==> src/rtl/thread_issue_sched_pkg.sv <==
package thread_issue_sched_pkg;
  typedef enum logic {
    ISSUE_STRICT  = 1'b0,
    ISSUE_DYNAMIC = 1'b1
  } issue_mode_e;
endpackage

==> src/rtl/thr_rotor.sv <==
module thr_rotor #(
  parameter int NT = 3,
  localparam int PW = (NT > 1) ? $clog2(NT) : 1
) (
  input  logic          clk,
  input  logic          rst_n,
  output logic [PW-1:0] ptr,
  output logic [NT-1:0] owner_onehot
);
  function automatic logic [PW-1:0] step_ptr(input logic [PW-1:0] p);
    if (int'(p) >= NT - 1) step_ptr = '0;
    else                   step_ptr = p + 1'b1;
  endfunction

  always_ff @(posedge clk) begin
    if (!rst_n) ptr <= '0;
    else        ptr <= step_ptr(ptr);
  end

  always_comb begin
    owner_onehot = '0;
    owner_onehot[ptr] = 1'b1;
  end

  // the pointer moves one place on every clock
  p_advance_r8: assert property (@(posedge clk) disable iff (!rst_n)
    1'b1 |=> (int'(ptr) == ((int'($past(ptr)) + 1) % NT)));
endmodule

==> src/rtl/thr_flight.sv <==
module thr_flight #(
  parameter int NT    = 3,
  parameter int DEPTH = 3,
  localparam int HW   = (DEPTH > 1) ? DEPTH - 1 : 1
) (
  input  logic          clk,
  input  logic          rst_n,
  input  logic [NT-1:0] grant,
  input  logic [NT-1:0] simple,
  output logic [NT-1:0] inflight
);
  for (genvar t = 0; t < NT; t++) begin : g_thr
    logic [HW-1:0] hist;
    always_ff @(posedge clk) begin
      if (!rst_n)        hist <= '0;
      else if (HW == 1)  hist <= grant[t];
      else               hist <= {hist[HW-2:0], grant[t]};
    end
    assign inflight[t] = |hist;

    // a non-simple packet never follows its own packet still in the pipe
    p_nonsimple_gap_r6: assert property (@(posedge clk) disable iff (!rst_n)
      (grant[t] && !simple[t]) |-> (hist == '0));
  end
endmodule

==> src/rtl/thr_pick.sv <==
module thr_pick #(
  parameter int NT = 3,
  localparam int PW = (NT > 1) ? $clog2(NT) : 1
) (
  input  logic [PW-1:0] ptr,
  input  logic          dyn,
  input  logic [NT-1:0] owner_ok,
  input  logic [NT-1:0] donee_ok,
  output logic [NT-1:0] grant
);
  // first qualifying thread strictly after the owner, in rotation order
  function automatic logic [NT-1:0] next_after(input logic [PW-1:0] p,
                                               input logic [NT-1:0] cand);
    logic [NT-1:0] res;
    logic          found;
    res   = '0;
    found = 1'b0;
    for (int k = 1; k < NT; k++) begin
      int idx;
      idx = (int'(p) + k) % NT;
      if (!found && cand[idx]) begin
        res[idx] = 1'b1;
        found    = 1'b1;
      end
    end
    return res;
  endfunction

  always_comb begin
    grant = '0;
    if (owner_ok[ptr]) grant[ptr] = 1'b1;
    else if (dyn)      grant = next_after(ptr, donee_ok);
  end
endmodule

==> src/rtl/thread_issue_sched.sv <==
module thread_issue_sched
  import thread_issue_sched_pkg::*;
#(
  parameter int NT    = 3,
  parameter int DEPTH = 3
) (
  input  logic          clk,
  input  logic          rst_n,
  input  logic          dyn_mode,
  input  logic [NT-1:0] thr_ready,
  input  logic [NT-1:0] thr_stall,
  input  logic [NT-1:0] thr_simple,
  output logic [NT-1:0] grant
);
  localparam int PW = (NT > 1) ? $clog2(NT) : 1;

  issue_mode_e   mode;
  logic [PW-1:0] ptr;
  logic [NT-1:0] owner_onehot;
  logic [NT-1:0] inflight;
  logic [NT-1:0] can_go;
  logic [NT-1:0] owner_ok;
  logic [NT-1:0] donee_ok;

  assign mode     = issue_mode_e'(dyn_mode);
  assign can_go   = thr_ready & ~thr_stall;
  assign owner_ok = can_go & (thr_simple | ~inflight);
  assign donee_ok = can_go & thr_simple;

  thr_rotor #(.NT(NT)) u_rotor (
    .clk(clk), .rst_n(rst_n), .ptr(ptr), .owner_onehot(owner_onehot)
  );

  thr_flight #(.NT(NT), .DEPTH(DEPTH)) u_flight (
    .clk(clk), .rst_n(rst_n), .grant(grant), .simple(thr_simple),
    .inflight(inflight)
  );

  thr_pick #(.NT(NT)) u_pick (
    .ptr(ptr), .dyn(mode == ISSUE_DYNAMIC), .owner_ok(owner_ok),
    .donee_ok(donee_ok), .grant(grant)
  );

  // never more than one dispatch per cycle
  p_onehot_r3: assert property (@(posedge clk) disable iff (!rst_n)
    $onehot0(grant));

  // idle or stalled threads are never granted
  p_stall_block_r9: assert property (@(posedge clk) disable iff (!rst_n)
    (grant & ~(thr_ready & ~thr_stall)) == '0);

  // strict rotation grants only the slot owner
  p_strict_own_r2: assert property (@(posedge clk) disable iff (!rst_n)
    !dyn_mode |-> ((grant & ~owner_onehot) == '0));

  // a donated slot always carries a simple packet
  p_foreign_simple_r5: assert property (@(posedge clk) disable iff (!rst_n)
    ((grant & ~owner_onehot) != '0) |-> (dyn_mode && ((grant & ~thr_simple) == '0)));

  // an owner able to issue is never passed over
  p_owner_first_r4: assert property (@(posedge clk) disable iff (!rst_n)
    ((owner_onehot & owner_ok) != '0) |-> (grant == owner_onehot));
endmodule

==> config.mk <==
export PLATFORM = sky130hd
export DESIGN_NAME = thread_issue_sched
export DESIGN_NICKNAME = d
export VERILOG_FILES = /design/src/rtl/thread_issue_sched_pkg.sv /design/src/rtl/thr_rotor.sv /design/src/rtl/thr_flight.sv /design/src/rtl/thr_pick.sv /design/src/rtl/thread_issue_sched.sv
export SDC_FILE = /design/constraint.sdc
export NUM_CORES = 1
export LEC_CHECK = 0
export BUFFER_PORTS_ARGS = -buffer_cell sky130_fd_sc_hd__buf_2
export CAP_MARGIN = 20
export CORE_AREA = 2 2 53 55
export CTS_CLUSTER_SIZE = 16
export DETAILED_ROUTE_END_ITERATION = 10
export DIE_AREA = 0 0 55 57
export MAX_ROUTING_LAYER = met4
export PLACE_DENSITY = 0.45
export SLEW_MARGIN = 10
export SYNTH_ARGS = -nofsm -noshare
export SYNTH_HDL_FRONTEND = slang
export SYNTH_SLANG_ARGS = --single-unit
==> constraint.sdc <==
create_clock -name clk -period 3.8 [get_ports clk]
set_clock_uncertainty 0.2 [all_clocks]
set_input_delay 0.57 -clock clk [delete_from_list [all_inputs] [get_ports clk]]
set_output_delay 0.57 -clock clk [all_outputs]
set_load 0.02 [all_outputs]
==> impl_metrics.toml, run 1 <==
[timing]
tns_ns = 0
period_needed_ns = 3.061
hold_viol_final = 0
drv_slew = 0
min_period_over_period = 0.8055
max-slew-margin-rel = 0.7729
finalSetupViolations = 0
fin_ws_ns = 0.7392
worst_pin_slew_ns = 0.3407
rsz0062_at_grt = "no"
clock.fmax_ghz = 0.3267

[clocking]
clk_pin_slew_worst_paths_ns = 0.06
numCtsBuffers = 3
cts_setup_buffers = 0
cts.repair.resized = 0
numClockSinks = 8
clk_latency_ns = 0.26
htree_levels = 1
root_buffer = "clkbuf_4"
holdBufCountCts = 0
cts_tree = "yes"
clockBufferDepth = 2

[power]
swShare = 0.4445
powerDensity_nw_per_um2 = 572.4
internal-power_uw = 234.7
clkPwrFrac = 0.160
ir_drop_mv = 0.1853
p_leak_uw = 0.0003208
p_comb_frac = 0.553
p_sw_uw = 187.8
seq_power_share = 0.287

[worst_setup_path]
crit_fanout = 7
start_kind = "register"
cp-end-kind = "output port"
crit_arrival_ns = 2.29
crit_required_ns = 3.03
critical_path_class = "register to output port"

[synth]
syn-cell-area_sq_um = 606.8
synth_nets = 82
syn_inst = 65
yosysWarnings = 0
ys_ff_latch = 8
avgSynthCellArea_sq_um = 9.336
yosysSeqAreaShare = 0.2639
synth_top_cell_area_share = 0.2639
ys_types = 33
ys_top_cells_by_area = "dfxtp_1 26%, ha_1 10%, and2_1 5.2%"
yosysTopAreaCell = "dfxtp_1"

[global_route]
grt_first_pass_wirelength_um = 2394
grt_start_max_net_pins = 9
gr-total-overflow = 0
use_met1 = 0.1524
grt_pass1_vias = 528
top_usage_layer = "met1"
antenna_found_initial = 0
met2_usage = 0.1446
grt_use_total = 0.1099
grtUsageMet3 = 0.03141

[layout]
drive_gt1_frac = 0.3049
area_growth_pct = 21.65
nets = 101
final_common_cell = "buf_2"
antenna_cells = 0
layout_common_cells = "14 x buf_2, 8 x dfxtp_1, 5 x inv_1, 5 x and2_1, 5 x ha_1"

[placed_design]
dpl.hpwl_um = 1196
post-place-ws_ns = 1.016
routabilityCongestion = 0.8517
portBuffers = 14

[min_path]
hp-class = "register to register"

[routing]
wl_per_cell_um = 13.24
final_antenna_net_count = 0
first_pass_iters = 4
vias = 587
drc = 0
wl_um = 1496
drt_iter0_drc = 11
vias_per_cell = 5.195

[floorplan]
ioPinCount = 15
start_util = 0.2321
die_area_sq_um = 3135
die_x_um = 55
die_h_um = 57
row_count = 19
core_sq_um = 2615

[job]
drv_cap = 0

[outcome]
outcome = "finished, final reports clean"
worst max-delay path: stages (launching register included):
cell	delay, ns
dfxtp_1	0.44
inv_1	0.13
ha_1	0.29
nor4bb_2	0.37
or4_4	0.20
o211ai_2	0.08
a211oi_2	0.29
nor2_1	0.07
buf_2	0.16
flip-flops by register name, summed over array words and instances, names as in the netlist:
signal / cells
u_flight.g_thr.hist: 6
u_rotor.ptr: 2
cell usage after synthesis:
cell type,count
o211ai_2,1
o32ai_2,1
a211oi_2,1
nor2b_1,1
a221oi_1,1
o211a_1,1
nor3b_2,1
and3_4,1
nor2_1,4
nand4_1,1
dfxtp_1,8
nand3_1,1
and2_1,5
nor4bb_1,1
o21ai_0,2
nand3b_1,3
o21ai_1,3
nand4b_1,3
a21oi_1,1
mux2_4,1
nand2_1,2
o211ai_1,1
nor4b_1,2
inv_1,5
nor4bb_2,1
and4_1,1
a21boi_1,1
ha_1,5
o22ai_1,1
and3b_1,1
nor3_1,2
or4_4,1
and4bb_1,1
per-layer routing:
| metal | part of all wire | wire length [um] | up-vias |
|---|---|---|---|
| li1 | - | - | 283 |
| met5 | 0 | 0 | - |
| met3 | 0.080 | 120 | 4 |
| met4 | 0.018 | 27 | 0 |
| met2 | 0.42 | 633 | 25 |
| met1 | 0.48 | 714 | 275 |
stage by stage:
step	std cells	utilization	cell area, sq um	total power [uW]	hold WS (ns)
3_5_place_dp	110	0.2737	715.7	355.0	0.2470
2_1_floorplan	65	-	606.8	295.1	0.2309
3_3_place_gp	110	0.2737	715.7	359.2	0.2346
4_1_cts	113	0.2823	738.2	426.2	0.2566
5_1_grt	113	0.2823	738.2	457.7	0.2702
6_report	113	0.2823	738.2	422.6	0.2513
power groups by stage:
stage               sequential, uW  combinational [uW]  clock (uW)
floorplan                      117                 178           0
global placement               120                 239           0
detailed placement             123                 232           0
CTS                            121                 234        71.0
global route                   125                 257        75.8
finish                         121                 234        67.7
final cells by class:
class,instances,area [sq um]
fillers,295,1877
multi-input cells,52,427.9
flip-flops and latches,8,160.2
repair buffers,14,70.07
well taps,31,38.79
clock buffers,3,22.52
inverters,5,18.77
cell families (layout without fill, tap and decap cells):
| logic type | count (synthesis) | count (layout) | share of synthesized area |
|---|---|---|---|
| compound gates | 14 | 14 | 0.1835 |
| simple gates | 32 | 32 | 0.3938 |
| mux | 1 | 1 | 0.02474 |
| fa+ha+maj | 5 | 5 | 0.1031 |
| flops | 8 | 8 | 0.2639 |
| buf+inv | 5 | 22 | 0.03093 |
final timing paths:
check                                                     startpoint                                    to  slack [ns]  depth (start not counted)
worst max-delay path                       u_rotor.ptr[1]$_SDFF_PP0_                              grant[0]        0.74                          8
worst min register to register  u_flight.g_thr[1].hist[0]$_SDFF_PN0_  u_flight.g_thr[1].hist[1]$_SDFF_PN0_        0.25                          1
worst min-delay path            u_flight.g_thr[1].hist[0]$_SDFF_PN0_  u_flight.g_thr[1].hist[1]$_SDFF_PN0_        0.25                          1
worst max register to register             u_rotor.ptr[0]$_SDFF_PP0_  u_flight.g_thr[1].hist[0]$_SDFF_PN0_        1.60                          6
Power figures use the tool's default switching activity.
==> run 2: changes to the inputs <==
--- a/config.mk
+++ b/config.mk
@@ -5,14 +5,15 @@
 export SDC_FILE = /design/constraint.sdc
 export NUM_CORES = 1
 export LEC_CHECK = 0
+export ABC_AREA = 1
 export BUFFER_PORTS_ARGS = -buffer_cell sky130_fd_sc_hd__buf_2
 export CAP_MARGIN = 20
-export CORE_AREA = 2 2 53 55
+export CORE_AREA = 2 2 52 54
 export CTS_CLUSTER_SIZE = 16
 export DETAILED_ROUTE_END_ITERATION = 10
-export DIE_AREA = 0 0 55 57
+export DIE_AREA = 0 0 54 56
 export MAX_ROUTING_LAYER = met4
-export PLACE_DENSITY = 0.45
+export PLACE_DENSITY = 0.46
 export SLEW_MARGIN = 10
 export SYNTH_ARGS = -nofsm -noshare
 export SYNTH_HDL_FRONTEND = slang
==> constraint.sdc (replaced) <==
create_clock -name clk -period 2.9 [get_ports clk]
set_clock_uncertainty 0.2 [all_clocks]
set_input_delay 0.435 -clock clk [delete_from_list [all_inputs] [get_ports clk]]
set_output_delay 0.435 -clock clk [all_outputs]
set_load 0.02 [all_outputs]
==> run 2 against run 1 <==
Net effect: utilization increased by 1.8 points; clock power increased by 23%; hold slack got worse by 0.023 ns; wire length decreased by 12%; combinational power increased by 44%; worst setup slack got worse by 0.44 ns; synthesized cell count increased by 31%; die area decreased by 3.5%; largest cell class unchanged.
==> impl_metrics.toml, run 2 <==
[clocking]
cts.repair.resized = 0
cts_setup_buffers = 0
clockBufferDepth = 2
htree_levels = 1
numCtsBuffers = 3
clk_latency_ns = 0.25
root_buffer = "clkbuf_4"
holdBufCountCts = 0
cts_tree = "yes"
numClockSinks = 8
clk_pin_slew_worst_paths_ns = 0.05

[layout]
antenna_cells = 0
reg_top3 = "u_flight.g_thr.hist (6), u_rotor.ptr (2)"
regMostFlops = "u_flight.g_thr.hist"
nets = 121
drive_gt1_frac = 0.3039
largest_reg_flops = 6
final_common_cell = "nand2_1"
area_growth_pct = 21.71
layout_common_cells = "23 x nand2_1, 14 x buf_2, 12 x inv_1"
fin_cells = 132

[synth]
synth_enable_flop_cells = 0
ys_top_cells_by_area = "dfxtp_1 27%, nand2_1 14%, ha_1 10%"
synth_top_cell_area_share = 0.2672
yosysTopAreaCell = "dfxtp_1"
yosysSeqAreaShare = 0.2672
yosysWarnings = 0
avgSynthCellArea_sq_um = 7.051
syn-cell-area_sq_um = 599.3
synthArstFlopShare = 0
synthFlopType = "dfxtp_1"
syn_inst = 85
synth_nets = 102
ys_types = 18
ys_ff_latch = 8
synthTopCellsByCount = "23 x nand2_1, 12 x inv_1, 11 x nand3_1, 8 x dfxtp_1, 5 x ha_1"
synth_most_common_cell = "nand2_1"

[global_route]
grt_first_pass_wirelength_um = 2359
gr-total-overflow = 0
grt_use_total = 0.1069
antenna_found_initial = 0
grt_pass1_vias = 545
grt_start_max_net_pins = 7

[routing]
vias = 564
drt-met1-wl_um = 615
final_antenna_net_count = 0
drc = 0
first_pass_iters = 4
top_layer = "met4"
vias_per_cell = 4.273
wl_per_cell_um = 9.924
drt_iter0_drc = 7
dr_wl_met2_um = 655
met3_length_um = 29
wl_um = 1310

[outcome]
outcome = "finished, final reports clean"

[worst_setup_path]
cp_top_family = "simple AND/OR/NAND/NOR gates"
crit_slowest_cell = "dfxtp_1"
crit_buf_inv = 3
crit_arrival_ns = 1.97
cpPeakStageDelay_ns = 0.43
crit_fanout = 6
crit_chain = "inv_2, ha_1, inv_2, nand4_2, nand3_2, nand2_2, nand2_2, nand2_1, nand3_2, nand2_1, buf_2"
crit_required_ns = 2.27
critical_path_class = "register to output port"
start_kind = "register"
cp-end-kind = "output port"

[floorplan]
start_util = 0.2464
die_area_sq_um = 3024
die_x_um = 54
die_h_um = 56
core_sq_um = 2432
row_count = 18
ioPinCount = 15

[placed_design]
routabilityCongestion = 0.7954
dpl.hpwl_um = 1137
portBuffers = 14
dp_cells = 129

[power]
p_leak_uw = 0.0004035
ir_drop_mv = 0.2967
powerDensity_nw_per_um2 = 789.4

[timing]
drv_slew = 0
worst_pin_slew_ns = 0.2203
max-slew-margin-rel = 0.8530
clock.fmax_ghz = 0.3843
min_period_over_period = 0.8974
finalSetupViolations = 0
rsz0062_at_grt = "no"
tns_ns = 0
period_needed_ns = 2.602
hold_viol_final = 0

[min_path]
hp-class = "register to register"

[job]
drv_cap = 0
==> run 2: cell types whose count changed after synthesis, sizes merged, moves of 2 or more <==
cell / delta
nand2: +27
nand3: +13
inv: +9
and2: -5
o21ai: -4
nand3b: -3
nand4b: -3
a21oi: +2
nor2: +2
nor4b: -2
nor4bb: -2
o211ai: -2
o21bai: +2
==> run 2: cell type report <==
cell class | instances | area (sq um)
Tap cell | 30 | 37.54
Fill cell | 284 | 1703
Multi-Input combinational cell | 63 | 386.6
Inverter | 14 | 52.55
Clock buffer | 3 | 22.52
Sequential cell | 8 | 160.2
Timing Repair Buffer | 14 | 70.07
==> run 2: final timing paths <==
kind              depth (start not counted)                                   end                            startpoint  slack, ns
setup reg to reg                         10  u_flight.g_thr[1].hist[0]$_SDFF_PN0_             u_rotor.ptr[0]$_SDFF_PP0_       0.98
hold reg to reg                           2  u_flight.g_thr[2].hist[1]$_SDFF_PN0_  u_flight.g_thr[2].hist[0]$_SDFF_PN0_       0.23
hold / removal                            2  u_flight.g_thr[2].hist[1]$_SDFF_PN0_  u_flight.g_thr[2].hist[0]$_SDFF_PN0_       0.23
setup / recovery                         11                              grant[1]             u_rotor.ptr[0]$_SDFF_PP0_       0.30
==> run 2: cell families after synthesis <==
logic type / after synthesis / share of synthesized area
adders and majority gates: 5 / 0.1044
buffers and inverters: 14 / 0.08768
and+or+nand+nor: 52 / 0.4822
DFF: 8 / 0.2672
AOI/OAI and AO/OA: 6 / 0.05843
==> run 2: power by group <==
part | switching, uW | internal, uW | total (uW)
Sequential | 20.1 | 135 | 156
Clock | 36.0 | 47.2 | 83.2
Combinational | 224 | 113 | 337
==> run 2: routing by layer <==
layer,vias up,global-route usage
met5,-,-
met4,0,0.04286
met3,2,0.02419
met2,3,0.1620
met1,255,0.1347
li1,304,-
==> run 2: through the flow <==
step | setup WS (ns) | utilization | power [uW] | cell area, sq um | hold WS (ns)
5_1_grt | 0.1119 | 0.2999 | 636.3 | 729.5 | 0.2535
3_3_place_gp | 0.6239 | 0.2906 | 496.8 | 706.9 | 0.2137
4_1_cts | 0.2998 | 0.2999 | 581.9 | 729.5 | 0.2294
2_1_floorplan | 0.7884 | - | 414.9 | 599.3 | 0.2031
6_report | 0.2975 | 0.2999 | 575.9 | 729.5 | 0.2285
3_5_place_dp | 0.5698 | 0.2906 | 495.9 | 706.9 | 0.2206
==> run 2: tightest hold or removal path, cell delays in order (launching register included) <==
cell and delay [ns]:
dfxtp_1 0.30, nand2_1 0.05, inv_1 0.03
